===== config.mk =====
export PLATFORM = sky130hd
export DESIGN_NAME = phi_strip_converter
export DESIGN_NICKNAME = d
export VERILOG_FILES = /design/src/rtl/phi_conv_pkg.sv /design/src/rtl/phi_scale_stage.sv /design/src/rtl/phi_offset_stage.sv /design/src/rtl/phi_correct_stage.sv /design/src/rtl/phi_strip_converter.sv
export SDC_FILE = /design/constraint.sdc
export NUM_CORES = 1
export LEC_CHECK = 0
export BUFFER_PORTS_ARGS = -buffer_cell sky130_fd_sc_hd__buf_2
export CORE_MARGIN = 2
export CORE_UTILIZATION = 51
export DETAILED_ROUTE_END_ITERATION = 8
export GPL_TIMING_DRIVEN = 0
export PLACE_DENSITY_LB_ADDON = 0.12
export SYNTH_ARGS = -nofsm -noshare
export SYNTH_HDL_FRONTEND = slang
export SYNTH_SLANG_ARGS = --single-unit

===== constraint.sdc =====
create_clock -name clk -period 1.98 [get_ports clk]
set_input_delay 0.198 -clock clk [delete_from_list [all_inputs] [get_ports clk]]
set_output_delay 0.198 -clock clk [all_outputs]
set_load 0.02 [all_outputs]

===== src/rtl/phi_conv_pkg.sv =====
package phi_conv_pkg;

    localparam int FRAC_W = 8;
    localparam int K_W    = 9;

    typedef enum logic [2:0] {
        CH_UNIT     = 3'd0,
        CH_DOUBLE   = 3'd1,
        CH_FRAC_HI  = 3'd2,
        CH_FRAC_MID = 3'd3,
        CH_FRAC_LO  = 3'd4
    } chamber_e;

    // fractional scale factors, 8 fractional bits
    localparam logic [K_W-1:0] K_HI  = 9'd427;
    localparam logic [K_W-1:0] K_MID = 9'd326;
    localparam logic [K_W-1:0] K_LO  = 9'd237;

endpackage


===== src/rtl/phi_scale_stage.sv =====
module phi_scale_stage
    import phi_conv_pkg::*;
#(
    parameter int HS_W   = 8,
    parameter int PHI_W  = 10,
    parameter int PAT_W  = 4,
    localparam int SC_W  = HS_W + 1,
    localparam int PROD_W = HS_W + K_W
) (
    input  logic             clk,
    input  logic             rst_n,
    input  logic             v_i,
    input  logic [HS_W-1:0]  hs_i,
    input  logic [2:0]       ctype_i,
    input  logic [PAT_W-1:0] pat_i,
    input  logic [PHI_W-1:0] base_i,
    output logic             v_o,
    output logic [SC_W-1:0]  scaled_o,
    output logic [PAT_W-1:0] pat_o,
    output logic [PHI_W-1:0] base_o
);

    localparam logic [PROD_W-1:0] ROUND_HALF = PROD_W'(1) << (FRAC_W - 1);

    logic [HS_W-1:0]   hs_narrow;
    logic [HS_W-1:0]   mul_src;
    logic [K_W-1:0]    mul_k;
    logic              use_frac;
    logic [PROD_W-1:0] prod;
    logic [PROD_W-1:0] prod_rnd;
    logic [SC_W-1:0]   direct_val;
    logic [SC_W-1:0]   scaled_c;

    assign hs_narrow = {1'b0, hs_i[HS_W-2:0]};

    always_comb begin
        use_frac   = 1'b0;
        mul_src    = hs_i;
        mul_k      = K_LO;
        direct_val = {1'b0, hs_i};
        case (ctype_i)
            CH_UNIT:     direct_val = {1'b0, hs_i};
            CH_DOUBLE:   direct_val = {hs_narrow, 1'b0};
            CH_FRAC_HI: begin
                use_frac = 1'b1;
                mul_src  = hs_narrow;
                mul_k    = K_HI;
            end
            CH_FRAC_MID: begin
                use_frac = 1'b1;
                mul_src  = hs_narrow;
                mul_k    = K_MID;
            end
            CH_FRAC_LO: begin
                use_frac = 1'b1;
                mul_src  = hs_i;
                mul_k    = K_LO;
            end
            default:     direct_val = {1'b0, hs_i};
        endcase
    end

    assign prod     = PROD_W'(mul_src) * PROD_W'(mul_k);
    assign prod_rnd = prod + ROUND_HALF;
    assign scaled_c = use_frac ? prod_rnd[FRAC_W +: SC_W] : direct_val;

    always_ff @(posedge clk or negedge rst_n) begin
        if (!rst_n) begin
            v_o      <= 1'b0;
            scaled_o <= '0;
            pat_o    <= '0;
            base_o   <= '0;
        end else begin
            v_o <= v_i;
            if (v_i) begin
                scaled_o <= scaled_c;
                pat_o    <= pat_i;
                base_o   <= base_i;
            end
        end
    end

endmodule


===== src/rtl/phi_offset_stage.sv =====
module phi_offset_stage #(
    parameter int SC_W  = 9,
    parameter int PHI_W = 10,
    parameter int PAT_W = 4,
    localparam int SUM_W = PHI_W + 1
) (
    input  logic             clk,
    input  logic             rst_n,
    input  logic             v_i,
    input  logic [SC_W-1:0]  scaled_i,
    input  logic [PHI_W-1:0] base_i,
    input  logic [PAT_W-1:0] pat_i,
    output logic             v_o,
    output logic [PHI_W-1:0] sum_o,
    output logic             sat_o,
    output logic [PAT_W-1:0] pat_o
);

    logic [SUM_W-1:0] sum_c;

    assign sum_c = SUM_W'(base_i) + SUM_W'(scaled_i);

    always_ff @(posedge clk or negedge rst_n) begin
        if (!rst_n) begin
            v_o   <= 1'b0;
            sum_o <= '0;
            sat_o <= 1'b0;
            pat_o <= '0;
        end else begin
            v_o <= v_i;
            if (v_i) begin
                sum_o <= sum_c[PHI_W-1:0];
                sat_o <= sum_c[PHI_W];
                pat_o <= pat_i;
            end
        end
    end

endmodule


===== src/rtl/phi_correct_stage.sv =====
module phi_correct_stage #(
    parameter int PHI_W  = 10,
    parameter int PAT_W  = 4,
    parameter int CORR_W = 2,
    localparam int ENTRIES = 1 << PAT_W,
    localparam int OUT_W   = PHI_W + CORR_W,
    parameter logic [ENTRIES*CORR_W-1:0] TABLE = '0
) (
    input  logic             clk,
    input  logic             rst_n,
    input  logic             v_i,
    input  logic [PHI_W-1:0] sum_i,
    input  logic             sat_i,
    input  logic [PAT_W-1:0] pat_i,
    output logic             v_o,
    output logic [OUT_W-1:0] phi_o
);

    logic [CORR_W-1:0] corr_rom [ENTRIES];
    logic [OUT_W-1:0]  phi_c;

    for (genvar e = 0; e < ENTRIES; e++) begin : g_rom
        assign corr_rom[e] = TABLE[e*CORR_W +: CORR_W];
    end

    assign phi_c = sat_i ? {OUT_W{1'b1}} : {sum_i, corr_rom[pat_i]};

    always_ff @(posedge clk or negedge rst_n) begin
        if (!rst_n) begin
            v_o   <= 1'b0;
            phi_o <= '0;
        end else begin
            v_o <= v_i;
            if (v_i) begin
                phi_o <= phi_c;
            end
        end
    end

endmodule


===== src/rtl/phi_strip_converter.sv =====
module phi_strip_converter #(
    parameter int HS_W   = 8,
    parameter int PHI_W  = 10,
    parameter int PAT_W  = 4,
    parameter int CORR_W = 2,
    localparam int SC_W  = HS_W + 1,
    localparam int OUT_W = PHI_W + CORR_W,
    parameter logic [(1<<PAT_W)*CORR_W-1:0] CORR_TABLE = 32'h9C36E41B
) (
    input  logic             clk,
    input  logic             rst_n,
    input  logic             in_valid,
    input  logic [HS_W-1:0]  half_strip,
    input  logic [PAT_W-1:0] pattern,
    input  logic [2:0]       chamber_type,
    input  logic [PHI_W-1:0] base_phi,
    output logic             out_valid,
    output logic [OUT_W-1:0] phi_out
);

    logic             s1_v;
    logic [SC_W-1:0]  s1_scaled;
    logic [PAT_W-1:0] s1_pat;
    logic [PHI_W-1:0] s1_base;
    logic             s2_v;
    logic [PHI_W-1:0] s2_sum;
    logic             s2_sat;
    logic [PAT_W-1:0] s2_pat;

    phi_scale_stage #(
        .HS_W(HS_W), .PHI_W(PHI_W), .PAT_W(PAT_W)
    ) u_scale (
        .clk(clk), .rst_n(rst_n),
        .v_i(in_valid), .hs_i(half_strip), .ctype_i(chamber_type),
        .pat_i(pattern), .base_i(base_phi),
        .v_o(s1_v), .scaled_o(s1_scaled), .pat_o(s1_pat), .base_o(s1_base)
    );

    phi_offset_stage #(
        .SC_W(SC_W), .PHI_W(PHI_W), .PAT_W(PAT_W)
    ) u_offset (
        .clk(clk), .rst_n(rst_n),
        .v_i(s1_v), .scaled_i(s1_scaled), .base_i(s1_base), .pat_i(s1_pat),
        .v_o(s2_v), .sum_o(s2_sum), .sat_o(s2_sat), .pat_o(s2_pat)
    );

    phi_correct_stage #(
        .PHI_W(PHI_W), .PAT_W(PAT_W), .CORR_W(CORR_W), .TABLE(CORR_TABLE)
    ) u_correct (
        .clk(clk), .rst_n(rst_n),
        .v_i(s2_v), .sum_i(s2_sum), .sat_i(s2_sat), .pat_i(s2_pat),
        .v_o(out_valid), .phi_o(phi_out)
    );

endmodule


==> out/results.tsv, run 1 <==
metric	value	unit
status	finished, violations left	
failing checks	negative setup slack	
Crit Path Max Fanout	8	
GRT Residual Overflow	0	
DR pass1 iterations	4	
minimum clock period	4.083	ns
Num Clock Sinks	53	
Setup crit end kind	flip-flop	
GP Congestion	0.9294	
CTS H-tree lvls	2	
initial antenna violation count	0	
Max Cap Viol	0	
largest net degree at the start of global routing	54	
Final ANT Viol Nets	0	
Area growth syn-to-layout	20.02	%
Final Hold Vio Count	0	
final WL	9326	microns
synth warn	0	
layout cell share with drive strength beyond 1	27.26	%
# fillers	760	
Die Y	97.88	microns
metal3 WL	405	microns
EDFF count, synth	0	
Worst Clk Skew	0.01399	ns
core area	8636	sq um
All-Layer GR Usage	20.43	%
Post-synth top flop	dfrtp_1	
Synth async-reset ratio	100.0	%
pre-CTS setup slack	-2.628	ns
DRT iter0 DRCs	156	
Min-Delay Path Class	input port to flip-flop	
io pins	41	
input/output buffers	40	
clk slew on worst S/H paths	0.10	ns
initial core utilization	52.04	%
Synth area leaders	dfrtp_1 30%, fa_1 15%, ha_1 15%, inv_1 7.7%, mux2_2 6.0%	
clock tree buffer depth	2	
Netlist Area Pre-Place	4494	sq um
Final Max Tran Viols	0	
M1 wire length	4671	microns
Max-Slew Margin vs Limit	22.11	%
critical path startpoint category	input port	
clk_lat worst skew	0.31	ns
synth unique cells	42	
via count	3247	
Worst Path Arrival	4.26	ns
TritonCTS clock tree	built	
max frequency	0.2449	GHz
worst setup margin	-2.103	ns
Final Cycle Share	206.2	%
Top Layer Used	met4	
post-DR vias/cell	5.073	
Mapped Cells	467	
Synth top area share	29.51	%
Setup-failing EPs final	10	
CTS root buf	clkbuf_8	
vias in the first global route	3321	
Rows	34	
Least-Margin Pin Slew	1.168	ns
Worst EP required	2.15	ns
Hold WS	0.03389	ns
post-place instance area	4951	sq um
number of diodes	0	
WL/cell	14.57	microns
flops & latches, synth	53	
final net count	647	
register area share after synthesis	29.51	%
critical path type	input port to flip-flop	
met2 WL	4224	microns
chip width	97.88	microns
Post-CTS Hold Buffers	0	
first-pass GRT wire length	15810	microns
cell taking the most area after synthesis	dfrtp_1	
Final Power	7.172	mW
leakage power	2.664	nW
full die area	9580	sq um
VDD IR max	0.8394	mV
Final Cell Area	5394	sq um
RSZ-0062 raised after global routing	yes	
CTS Buf Count	5	
pwr dens	1330	nW/um^2
Final HPWL DP	7432	microns
DRC	0	
syn avg cell area	9.624	sq um
## through the flow
| step | instances | util, % | setup TNS [ns] |
|---|---|---|---|
| global placement | 616 | 57.33 | -22.20 |
| finish | 640 | 62.46 | -18.35 |
| CTS | 634 | 60.82 | -18.49 |
| floorplan | 468 | - | -17.65 |
| global route | 640 | 62.46 | -19.98 |
| detailed placement | 616 | 57.33 | -22.66 |
## logic make-up (layout without fill, tap and decap cells)
logic type / count (synthesis) / in the layout / synth area share (%)
AOI/OAI and AO/OA: 74 / 74 / 11.14
and+or+nand+nor: 104 / 104 / 10.63
xor gates and xnor gates: 17 / 17 / 3.313
DFF: 53 / 53 / 29.51
adders and majority gates: 88 / 88 / 30.18
muxes: 26 / 26 / 6.459
buffers and inverters: 104 / 168 / 8.686
other: 1 / 2 / 0.08344
## routing by layer
layer,global-route usage [%],up-vias
li1,-,1639
met3,3.651,4
met5,0,-
met2,31.45,51
met4,3.526,0
met1,30.87,1553
## power by group
group,total (mW),internal (mW),switching (mW)
Combinational,4.82,2.27,2.55
Clock,0.745,0.379,0.366
Sequential,1.60,1.41,0.195
## worst max-delay path, cell delays in order
cell and delay (ns):
buf_8 0.10, nor2b_4 0.17, buf_8 0.14, nand2_8 0.07, and2_4 0.17, fa_1 0.54
inv_1 0.05, fa_1 0.47, inv_1 0.05, fa_1 0.49, inv_1 0.05, fa_1 0.49
inv_2 0.05, ha_4 0.24, o21ai_4 0.19, o21ai_2 0.10, o221ai_4 0.23, o221ai_2 0.13
xnor2_1 0.22, o22ai_1 0.10
## layout by cell type (no fill, tap or decap), drive strengths merged, types with 16 or more instances in the layout
cell / n
nor2: 37
a21oi: 29
clkbuf: 16
o21ai: 17
fa: 34
nand2: 30
inv: 93
mux2: 24
dfrtp: 53
buf: 57
ha: 54
## worst paths after layout
path / slack [ns] / end / start / depth (start not counted)
min: 0.03 / u_scale.v_o / in_valid / 1
max in group asynchronous: 1.14 / u_scale.base_o[5] / rst_n / 1
min reg2reg: 0.39 / u_offset.v_o / u_scale.v_o / 0
min in group asynchronous: 0.12 / u_correct.phi_o[7] / rst_n / 1
max: -2.10 / u_scale.scaled_o[8] / chamber_type[2] / 20
max reg2reg: -0.01 / u_offset.sum_o[8] / u_scale.base_o[0] / 9
## cell usage after synthesis (10+ instances only)
| master | number |
|---|---|
| clkbuf_1 | 12 |
| and2_1 | 15 |
| fa_1 | 34 |
| xnor2_1 | 13 |
| nor2_1 | 37 |
| dfrtp_1 | 53 |
| o21ai_0 | 10 |
| mux2_2 | 24 |
| a21oi_1 | 28 |
| ha_1 | 54 |
| inv_1 | 92 |
| nand2_1 | 30 |
## flip-flops by register name (all words and copies together), names as in the netlist
register and cells:
u_correct.phi_o 12, u_correct.v_o 1, u_offset.pat_o 4, u_offset.sat_o 1, u_offset.sum_o 10, u_offset.v_o 1
u_scale.base_o 10, u_scale.pat_o 4, u_scale.scaled_o 9, u_scale.v_o 1
## repair_timing
action / 4_1_cts / 5_1_grt
buffers inserted: 10 / 6
endpoints found under the setup margin: 13 / 14
pin swaps: 39 / 29
gates cloned: 0 / 0
resized for setup: 26 / 27
## final cells by class
class | count | area, sq um | area share [%]
multi-input cells | 311 | 3064 | 56.81
flip-flops and latches | 53 | 1326 | 24.59
repair buffers | 56 | 351.6 | 6.518
inverters | 92 | 347.8 | 6.449
well taps | 108 | 135.1 | 2.505
clock buffers | 5 | 68.82 | 1.276
plain buffers | 12 | 56.30 | 1.044
clock inverters | 3 | 43.79 | 0.8119
(Power assumes the default switching activity.)
==> run 2: changes to the inputs <==
Settings changed: ABC_AREA set to 1, CORE_UTILIZATION 51 to 25.
==> run 2 against run 1 <==
Compared with the run above:
- non-clock buffer count is 3 lower
- clock power is 16% higher
- clock-buffer cell count is 1 higher
- register-to-register slack better by 0.11 ns
- utilization is 31 points lower
- synthesized cell count is 33% higher
- maximum frequency is 5.5% higher
- total power is 0.87% lower
- the flow still finishes with violations (negative setup slack)
- hold slack better by 0.0014 ns
- via count is 23% higher
- worst setup slack better by 0.21 ns
==> out/results.tsv, run 2 <==
metric	value	unit
GP Congestion	0.8960	
Largest register FFs	12	
core area	18770	sq um
final WL	12060	microns
cell taking the most area after synthesis	dfrtp_1	
TritonCTS clock tree	built	
clock tree buffer depth	2	
EDFF count, synth	0	
Setup crit end kind	flip-flop	
status	finished, violations left	
CTS root buf	clkbuf_16	
Hold WS	0.03528	ns
most common cell after layout, fill and taps aside	nand2_1	
Final Cell Area	5922	sq um
Die Y	142.5	microns
Post-synth top flop	dfrtp_1	
GRT Residual Overflow	0	
Least-Margin Pin Slew	0.5286	ns
Synth top area share	27.66	%
Rows	50	
layout cell share with drive strength beyond 1	20.93	%
VDD IR max	0.6565	mV
Final Cycle Share	195.4	%
Synth area leaders	dfrtp_1 28%, fa_1 14%, ha_1 14%, nand2_1 12%, inv_1 11%	
synth warn	0	
All-Layer GR Usage	12.53	%
Area growth syn-to-layout	23.51	%
top flop regs	u_correct.phi_o (12), u_offset.sum_o (10), u_scale.base_o (10)	
Sequential Area	1326	sq um
Mapped Cells	623	
minimum clock period	3.869	ns
io pins	41	
chip width	142.5	microns
Setup-failing EPs final	9	
Netlist Area Pre-Place	4795	sq um
Worst Path Arrival	4.05	ns
via count	3979	
clk_lat worst skew	0.29	ns
Final HPWL DP	10050	microns
Max Cap Viol	0	
top-count cell post-synth	nand2_1	
Crit Path Max Fanout	6	
worst setup margin	-1.889	ns
DRT iter0 DRCs	154	
Post-synth top cells	147 x nand2_1, 139 x inv_1, 54 x ha_1	
initial antenna violation count	0	
syn avg cell area	7.696	sq um
input/output buffers	40	
most frequent cells in the layout	131 x nand2_1, 127 x inv_1, 53 x dfrtp_1	
RSZ-0062 raised after global routing	yes	
Synth async-reset ratio	100.0	%
synth unique cells	40	
Final ANT Viol Nets	0	
post-DR vias/cell	4.316	
first-pass GRT wire length	20320	microns
critical path type	input port to flip-flop	
area occupied by multi-input gates	3166	sq um
clk slew on worst S/H paths	0.07	ns
largest net degree at the start of global routing	54	
DR pass1 iterations	4	
max frequency	0.2584	GHz
vias in the first global route	4109	
number of diodes	0	
DRC	0	
Final Hold Vio Count	0	
worst setup path startpoint	chamber_type[1]	
CTS Buf Count	5	
full die area	20300	sq um
post-place instance area	5414	sq um
failing checks	negative setup slack	
hold_sp	in_valid	
Min-Delay Path Class	input port to flip-flop	
Largest Register	u_correct.phi_o	
register area share after synthesis	27.66	%
flops & latches, synth	53	
reg-to-reg startpoint	u_scale.base_o[0]	
Worst EP required	2.16	ns
pwr dens	1201	nW/um^2
CTS H-tree lvls	2	
initial core utilization	25.55	%
WL/cell	13.07	microns
leakage power	3.157	nW
Worst Clk Skew	0.002876	ns
Max-Slew Margin vs Limit	64.76	%
Num Clock Sinks	53	
final net count	803	
critical path startpoint category	input port	
Final Max Tran Viols	0	
# fillers	2046	
[run 2: logic make-up (layout without fill, tap and decap cells)]
logic type,count (synthesis),in the layout,synth area share (%)
fa+ha+maj,88,88,28.29
compound gates,75,75,8.638
buf+inv,152,216,12.29
flops,53,53,27.66
xor+xnor,4,4,0.7308
other cells,1,2,0.07821
simple gates,250,250,22.31
[run 2: routing by layer]
layer  track usage (%)  share of wire, %  routed length (microns)
met1             17.38                51                     6134
met2             20.55                45                     5398
met3             1.615               2.3                      282
met4             3.439               2.0                      240
met5                 0                 0                        0
[run 2: metrics by stage]
step / std cells / TNS, ns / power [mW] / util [%] / setup WS [ns]
after floorplan: 624 / -15.75 / 4.595 / - / -1.825
after global placement: 898 / -22.40 / 5.562 / 28.85 / -2.591
after detailed placement: 898 / -22.44 / 5.573 / 28.85 / -2.593
after CTS: 916 / -15.69 / 6.964 / 30.81 / -1.858
after global routing: 922 / -17.59 / 7.886 / 31.55 / -2.043
final: 922 / -16.03 / 7.109 / 31.55 / -1.889
[run 2: path summary, 6_finish.rpt]
path | end | slack [ns] | cells after the start
setup / recovery | u_scale.scaled_o[7] | -1.89 | 23
hold / removal | u_scale.v_o | 0.04 | 1
setup reg to reg | u_offset.sum_o[6] | 0.10 | 13
hold reg to reg | u_offset.v_o | 0.44 | 0
max in group asynchronous | u_scale.scaled_o[7] | 1.09 | 3
min in group asynchronous | u_correct.phi_o[3] | 0.36 | 2
[run 2: report_power, final]
part	leakage [nW]	internal [mW]	switching, mW	total [mW]
sequential	0.630	1.36	0.149	1.51
combinational	2.46	1.90	2.84	4.74
clock	0.0712	0.472	0.394	0.866
[run 2: final cells by class]
| cell class | instances | share of cell area, % |
|---|---|---|
| Multi-Input combinational cell | 419 | 53.45 |
| Inverter | 143 | 9.444 |
| Sequential cell | 53 | 22.40 |
| Tap cell | 234 | 4.944 |
| Clock buffer | 6 | 2.176 |
| Clock inverter | 2 | 0.2324 |
| Buffer | 9 | 0.7606 |
| Timing Repair Buffer | 56 | 6.592 |
[run 2: repair_timing]
item                                   in CTS  in global routing
hold buffers                                0                  1
endpoints found under the hold margin       0                 15
resized for setup                          42                 25
setup endpoints to repair                   9                 12
pin swaps                                  30                 20
setup buffers                              10                  5
[run 2: worst max-delay path, stage by stage]
cell	delay, ns
buf_12	0.09
inv_12	0.03
nor3_4	0.21
buf_12	0.16
buf_6	0.11
nor2_4	0.05
fa_1	0.52
inv_2	0.04
fa_1	0.49
inv_1	0.05
fa_1	0.49
inv_1	0.06
fa_1	0.49
inv_2	0.05
ha_4	0.32
nand2_4	0.07
nor2_2	0.11
and2_1	0.13
nand2_1	0.08
nand2_1	0.08
nand2_1	0.06
nand3_1	0.09
a21oi_1	0.07
